### src/rtl/rle_slice_pkg.sv
package rle_slice_pkg;
  typedef enum logic {
    RD_DATA = 1'b0,
    RD_LEN  = 1'b1
  } rle_state_e;
endpackage

### src/rtl/rle_slice_gather.sv
module rle_slice_gather #(
  parameter int WORD_W  = 32,
  parameter int ENTRIES = 8,
  localparam int NIB_W   = WORD_W / ENTRIES,
  localparam int ENTRY_W = WORD_W + NIB_W
) (
  input  logic               clk,
  input  logic               rst_n,
  input  logic               clear,
  input  logic               in_valid,
  input  logic [WORD_W-1:0]  in_data,
  input  logic               accept_en,
  output logic               in_ready,
  output logic               ent_valid,
  output logic [ENTRY_W-1:0] ent_data,
  input  logic               ent_ready
);
  localparam int IDX_W = $clog2(ENTRIES);
  localparam int POS_W = $clog2(ENTRIES + 1);

  logic [WORD_W-1:0] low_q [ENTRIES];
  logic [NIB_W-1:0]  lane_nib [ENTRIES];
  logic [WORD_W-1:0] nib_q;
  logic [POS_W-1:0]  pos_q;
  logic [IDX_W-1:0]  idx_q;
  logic              drain_q;
  logic              in_hs;
  logic              ent_hs;
  logic              nib_slot;

  assign in_ready  = !drain_q && accept_en && !clear;
  assign ent_valid = drain_q && !clear;
  assign in_hs     = in_valid && in_ready;
  assign ent_hs    = ent_valid && ent_ready;
  assign nib_slot  = (pos_q == POS_W'(ENTRIES));

  // one storage lane per data word; entry g reads its nibble from the top down
  for (genvar g = 0; g < ENTRIES; g++) begin : g_lane
    assign lane_nib[g] = nib_q[WORD_W-1-NIB_W*g -: NIB_W];

    always_ff @(posedge clk or negedge rst_n) begin
      if (!rst_n) begin
        low_q[g] <= '0;
      end else if (in_hs && (pos_q == POS_W'(g))) begin
        low_q[g] <= in_data;
      end
    end
  end

  assign ent_data = {lane_nib[idx_q], low_q[idx_q]};

  always_ff @(posedge clk or negedge rst_n) begin
    if (!rst_n) begin
      nib_q   <= '0;
      pos_q   <= '0;
      idx_q   <= '0;
      drain_q <= 1'b0;
    end else if (clear) begin
      pos_q   <= '0;
      idx_q   <= '0;
      drain_q <= 1'b0;
    end else begin
      if (in_hs) begin
        if (nib_slot) begin
          nib_q   <= in_data;
          pos_q   <= '0;
          idx_q   <= '0;
          drain_q <= 1'b1;
        end else begin
          pos_q <= pos_q + POS_W'(1);
        end
      end
      if (ent_hs) begin
        if (idx_q == IDX_W'(ENTRIES - 1)) begin
          drain_q <= 1'b0;
        end
        idx_q <= idx_q + IDX_W'(1);
      end
    end
  end
endmodule

### src/rtl/rle_run_expand.sv
module rle_run_expand
  import rle_slice_pkg::*;
#(
  parameter int SAMPLE_W = 34,
  parameter int LIMIT_W  = 32,
  localparam int ENTRY_W = SAMPLE_W + 2,
  localparam int RUN_W   = ENTRY_W + 2
) (
  input  logic                clk,
  input  logic                rst_n,
  input  logic                clear,
  input  logic                ent_valid,
  input  logic [ENTRY_W-1:0]  ent_data,
  output logic                ent_ready,
  output logic                idle,
  input  logic [LIMIT_W-1:0]  sample_limit,
  output logic                out_valid,
  input  logic                out_ready,
  output logic [SAMPLE_W-1:0] out_sample
);
  localparam int EXTRA_BIT  = SAMPLE_W;
  localparam int FOLLOW_BIT = SAMPLE_W + 1;

  rle_state_e          state_q;
  logic [SAMPLE_W-1:0] sample_q;
  logic [RUN_W-1:0]    run_q;
  logic [LIMIT_W-1:0]  sent_q;
  logic                limit_hit;
  logic                run_zero;

  assign limit_hit  = (sent_q >= sample_limit);
  assign run_zero   = (run_q == '0);
  assign idle       = run_zero || limit_hit;
  assign ent_ready  = idle && !clear;
  assign out_valid  = !run_zero && !limit_hit && !clear;
  assign out_sample = sample_q;

  always_ff @(posedge clk or negedge rst_n) begin
    if (!rst_n) begin
      state_q  <= RD_DATA;
      sample_q <= '0;
      run_q    <= '0;
      sent_q   <= '0;
    end else if (clear) begin
      state_q  <= RD_DATA;
      sample_q <= '0;
      run_q    <= '0;
      sent_q   <= '0;
    end else begin
      if (out_valid && out_ready) begin
        run_q  <= run_q - RUN_W'(1);
        sent_q <= sent_q + LIMIT_W'(1);
      end
      if (ent_valid && ent_ready) begin
        if (state_q == RD_DATA) begin
          sample_q <= ent_data[SAMPLE_W-1:0];
          run_q    <= RUN_W'(ent_data[EXTRA_BIT]) + RUN_W'(1);
          state_q  <= ent_data[FOLLOW_BIT] ? RD_LEN : RD_DATA;
        end else begin
          run_q   <= run_q + {1'b0, ent_data, 1'b0};
          state_q <= RD_DATA;
        end
      end
    end
  end
endmodule

### src/rtl/rle_slice_decomp.sv
module rle_slice_decomp #(
  parameter int WORD_W  = 32,
  parameter int ENTRIES = 8,
  parameter int LIMIT_W = 32,
  localparam int ENTRY_W  = WORD_W + WORD_W / ENTRIES,
  localparam int SAMPLE_W = ENTRY_W - 2
) (
  input  logic                clk,
  input  logic                rst_n,
  input  logic                start,
  input  logic [LIMIT_W-1:0]  sample_limit,
  input  logic                in_valid,
  output logic                in_ready,
  input  logic [WORD_W-1:0]   in_data,
  output logic                out_valid,
  input  logic                out_ready,
  output logic [SAMPLE_W-1:0] out_sample
);
  logic               ent_valid;
  logic               ent_ready;
  logic [ENTRY_W-1:0] ent_data;
  logic               dec_idle;

  rle_slice_gather #(
    .WORD_W  (WORD_W),
    .ENTRIES (ENTRIES)
  ) u_gather (
    .clk       (clk),
    .rst_n     (rst_n),
    .clear     (start),
    .in_valid  (in_valid),
    .in_data   (in_data),
    .accept_en (dec_idle),
    .in_ready  (in_ready),
    .ent_valid (ent_valid),
    .ent_data  (ent_data),
    .ent_ready (ent_ready)
  );

  rle_run_expand #(
    .SAMPLE_W (SAMPLE_W),
    .LIMIT_W  (LIMIT_W)
  ) u_expand (
    .clk          (clk),
    .rst_n        (rst_n),
    .clear        (start),
    .ent_valid    (ent_valid),
    .ent_data     (ent_data),
    .ent_ready    (ent_ready),
    .idle         (dec_idle),
    .sample_limit (sample_limit),
    .out_valid    (out_valid),
    .out_ready    (out_ready),
    .out_sample   (out_sample)
  );
endmodule

### config.mk
export PLATFORM = sky130hd
export DESIGN_NAME = rle_slice_decomp
export DESIGN_NICKNAME = d
export VERILOG_FILES = /design/src/rtl/rle_slice_pkg.sv /design/src/rtl/rle_slice_gather.sv /design/src/rtl/rle_run_expand.sv /design/src/rtl/rle_slice_decomp.sv
export SDC_FILE = /design/constraint.sdc
export NUM_CORES = 1
export LEC_CHECK = 0
export ABC_CLOCK_PERIOD_IN_PS = 5160
export BUFFER_PORTS_ARGS = -buffer_cell sky130_fd_sc_hd__buf_2
export CAP_MARGIN = 10
export CELL_PAD_IN_SITES_DETAIL_PLACEMENT = 1
export CELL_PAD_IN_SITES_GLOBAL_PLACEMENT = 1
export CORE_ASPECT_RATIO = 1.1
export CORE_UTILIZATION = 27
export CTS_BUF_LIST = sky130_fd_sc_hd__clkbuf_4 sky130_fd_sc_hd__clkbuf_8 sky130_fd_sc_hd__clkbuf_16
export DETAILED_ROUTE_END_ITERATION = 6
export PLACE_DENSITY = 0.61
export SLEW_MARGIN = 20
export SYNTH_ARGS = -nofsm -noshare
export SYNTH_HDL_FRONTEND = slang
export SYNTH_SLANG_ARGS = --single-unit
### constraint.sdc
create_clock -name clk -period 5.16 [get_ports clk]
set_clock_uncertainty 0.2 [all_clocks]
set_input_delay 0.516 -clock clk [delete_from_list [all_inputs] [get_ports clk]]
set_output_delay 0.516 -clock clk [all_outputs]
set_load 0.01 [all_outputs]
==> run_results.csv <==
group,metric,value,unit
routing,first_pass_iters,4,
power,seq_power_share,37.7,%
clock_network,clockBufferDepth,3,
timing,setup_viol,0,
floorplanning,num_io_pins,105,
routing,drtIter0Drc,583,
timing,hold_viol,0,
synth,synthArstFlopShare,100,%
clock_network,path_clk_slew,0.06,ns
floorplanning,dieArea,79900,um2
routing,drc_errors,0,
final_layout,utilization,31.7,%
synth,synthFlopType,"dfrtp_1",
synth,yosysMostFrequentCell,"dfrtp_1",
grt,grt_pass1_wl,96.9,mm
critical_path,start_kind,"flop",
synth,syn_area,21300,um2
timing,slew_violations,0,
final_layout,syn2layout_area_growth,15.8,%
power,peakVddDrop,0.185,mV
timing,tightest_slew,0.959,ns
power,p_sw_share,33.1,%
routing,viasPerCell,4.95,
synth,avgSynthCellArea,12.5,um2
final_layout,fill_cells,8482,
placed_design,gp_congestion,0.864,
min_path,worst_hold_path_type,"in -> reg",
synth,syn_nets,1850,
floorplanning,initial_core_util,27.4,%
routing,drtAntennaViolNets,0,
routing,drt_wl_total,60.8,mm
synth,synth_cell_types,70,
floorplanning,rows,107,
routing,vias,14200,
clock_network,clock_latency,0.59,ns
min_path,whs_endpoint,"u_gather.low_q[42]",
clock_network,clock_sinks,401,
synth,synth_common_cells,"dfrtp_1 (401), mux2_2 (323), nand2_1 (86), nor2_1 (84), ha_1 (76)",
floorplanning,die_y,296,um
critical_path,cp_top_family,"compound AO/OA/AOI/OAI gates",
grt,grt_usage,15.6,%
synth,syn_inst,1704,
power,leakage,0.0119,uW
power,power_frac_clock,35.1,%
timing,fin_tns_setup,0,ns
critical_path,reg2reg_from,"u_gather.idx_q[0]",
grt,grt_max_degree,146,
clock_network,clockRootBuffer,"clkbuf_16",
min_path,holdCritStartpoint,"in_data[10]",
critical_path,worstSetupEndpointType,"flop",
floorplanning,die_w,270,um
synth,ys_top_cells_by_area,"dfrtp_1 (47%), mux2_2 (17%), mux4_2 (7.6%)",
critical_path,crit_start,"u_gather.idx_q[0]",
critical_path,critPathRequiredTime,5.41,ns
synth,synth_area_leader_cell,"dfrtp_1",
clock_network,htreeDepth,2,
timing,worst_hold_slack,0.0695,ns
critical_path,critical_path.max_fanout,22,
power,pwr-share-comb,27.3,%
critical_path,r2r_slack,0.40,ns
synth,yosysWarnings,0,
timing,max_freq,210,MHz
synth,synth_seq_area_share,47.2,%
power,switching_power,3230,uW
placed_design,port_buffers,104,
clock_network,post_cts_buffers,0,
flow_run,drv_cap,0,
final_layout,nets,1954,
critical_path,path_common_cell,"a21oi_1",
power,power.density,397,nW/um2
final_layout,drive_gt1_share,35.6,%
critical_path,critPathMaxStageDelay,0.52,ns
clock_network,tritoncts,"yes",
critical_path,cp_cell_sequence,"buf_12 > mux4_2 > mux2_2 > ha_1 > a21oi_1 > o211ai_1 > o311ai_0 > a21oi_1 > a211oi_1 > a21oi_1 > a31oi_1 > o31ai_1 > xnor2_1 > o211ai_1",
clock_network,cts_made_buffers,44,
synth,synth_edf_count,0,
floorplanning,fp.coreArea,77600,um2
critical_path,arrival,5.01,ns
grt,grt_pass1_vias,16100,
synth,ys_ff_latch,401,
critical_path,path_class,"reg -> reg",
timing,fin_crit_sh,92.2,%
critical_path,worst_path_max_delay_cell,"mux4_2",
placed_design,post-dp-hpwl,41.6,mm
min_path,whs_path_depth,2,
timing,rsz0062_at_grt,"no",
timing,max_slew_margin,36.1,%
critical_path,cp_num_buf_inv,1,
grt,grt_overflow,0,
routing,avgRoutedWirePerCell,21.1,um
critical_path,r2r_cells,14,
synth,synth_top_area_share,47.2,%
timing,fin_crit,4.76,ns
critical_path,rr_endpoint,"u_expand.run_q[32]",
power,p_int,6540,uW
status,status,"completed",
grt,antenna_found_initial,7,
[sequential cells by signal, indices dropped and copies added, names as in the netlist]
| name | cells |
|---|---|
| u_gather.low_q | 256 |
| u_expand.run_q | 38 |
| u_expand.out_sample | 34 |
| u_expand.sent_q | 32 |
| u_gather.lane_nib | 32 |
| u_gather.pos_q | 4 |
| u_gather.idx_q | 3 |
| u_expand.state_q | 1 |
| u_gather.drain_q | 1 |
[layer usage]
layer	wire, um	GRT usage (%)	part of all wire, %	up-vias
met5	60	0	0.099	-
met4	1390	4.39	2.3	12
met3	2360	2.74	3.9	96
met2	30600	27.5	50	211
met1	26400	19.5	43	7470
li1	-	-	-	6448
[metrics by stage]
stage / instance area (um2) / instances / setup slack, ns / power [uW]
final: 24600 / 2876 / 0.404 / 9770
after detailed placement: 23100 / 2796 / 0.430 / 6400
after floorplan: 21300 / 1704 / 0.355 / 5500
after CTS: 24600 / 2875 / 0.381 / 9890
after global placement: 23100 / 2796 / 0.488 / 6310
after global routing: 24600 / 2875 / 0.109 / 10300
[power groups by stage]
stage / Clock (uW) / Sequential (uW) / Combinational, uW
after CTS: 3530 / 3680 / 2690
final: 3430 / 3680 / 2670
after global routing: 3630 / 3710 / 2950
after global placement: 0 / 3710 / 2600
after floorplan: 0 / 3610 / 1890
after detailed placement: 0 / 3730 / 2670
[worst reg2reg max path: stages, from the launching register on]
cell	delay, ns
dfrtp_4	0.45
buf_12	0.23
mux4_2	0.53
mux2_2	0.31
ha_1	0.35
a21oi_1	0.19
o211ai_1	0.18
o311ai_0	0.45
a21oi_1	0.28
a211oi_1	0.42
a21oi_1	0.17
a31oi_1	0.45
o31ai_1	0.15
xnor2_1	0.18
o211ai_1	0.10
[what timing repair did]
action	in CTS	in global routing
hold buffers	1	0
endpoints found under the hold margin	93	0
endpoints found under the setup margin	0	0
gates resized for setup	0	0
[cells in the final DEF (no fill, tap or decap), types with 7 or more instances in the layout]
cell type,count
o21ai_0,55
nor3_1,31
and3_1,8
mux2_4,16
mux4_2,72
nand4_1,15
buf_2,103
nor4_1,18
clkbuf_4,8
bufinv_16,7
a21o_1,24
nand3_1,29
ha_1,76
nor2b_1,35
dfrtp_1,398
clkbuf_16,44
buf_4,27
inv_1,55
o22ai_1,15
a31oi_1,7
clkinv_2,10
buf_12,7
nor2_1,84
xnor2_1,43
a21oi_1,66
nand2_1,83
mux2_1,18
mux2_2,323
xor2_1,35
[cells by family (layout without fill, tap and decap cells)]
kind of cell             Yosys count  in the layout  synth area share [%]
AND/OR/NAND/NOR                  351            351                  8.39
flip-flops                       401            401                  47.2
adder cells (fa/ha/maj)           77             77                  4.57
buffers and inverters            136            272                  2.82
multiplexers                     434            434                  27.0
XOR/XNOR                          78             78                  3.21
AO/OA/AOI/OAI                    227            227                  6.78
other                              0              1                     0
[worst max path at each step]
stage / end / slack, ns / depth (start not counted)
after floorplan: u_expand.run_q[36] / 0.35 / 15
after global placement: u_expand.run_q[36] / 0.49 / 14
after detailed placement: u_expand.run_q[36] / 0.43 / 14
after CTS: u_expand.run_q[32] / 0.38 / 14
after global routing: u_expand.run_q[36] / 0.11 / 14
final: u_expand.run_q[32] / 0.40 / 14
[layout make-up]
class | count | area, um2 | share of cell area (%)
clock buffer | 57 | 1230 | 4.99
multi-input combinational | 1167 | 10700 | 43.2
antenna | 1 | 2.50 | 0.0102
sequential | 401 | 10000 | 40.8
timing repair buffer | 139 | 883 | 3.59
tap | 1035 | 1290 | 5.26
clock inverter | 21 | 327 | 1.33
inverter | 55 | 206 | 0.838
No activity file was read; power rests on OpenSTA's default activity.
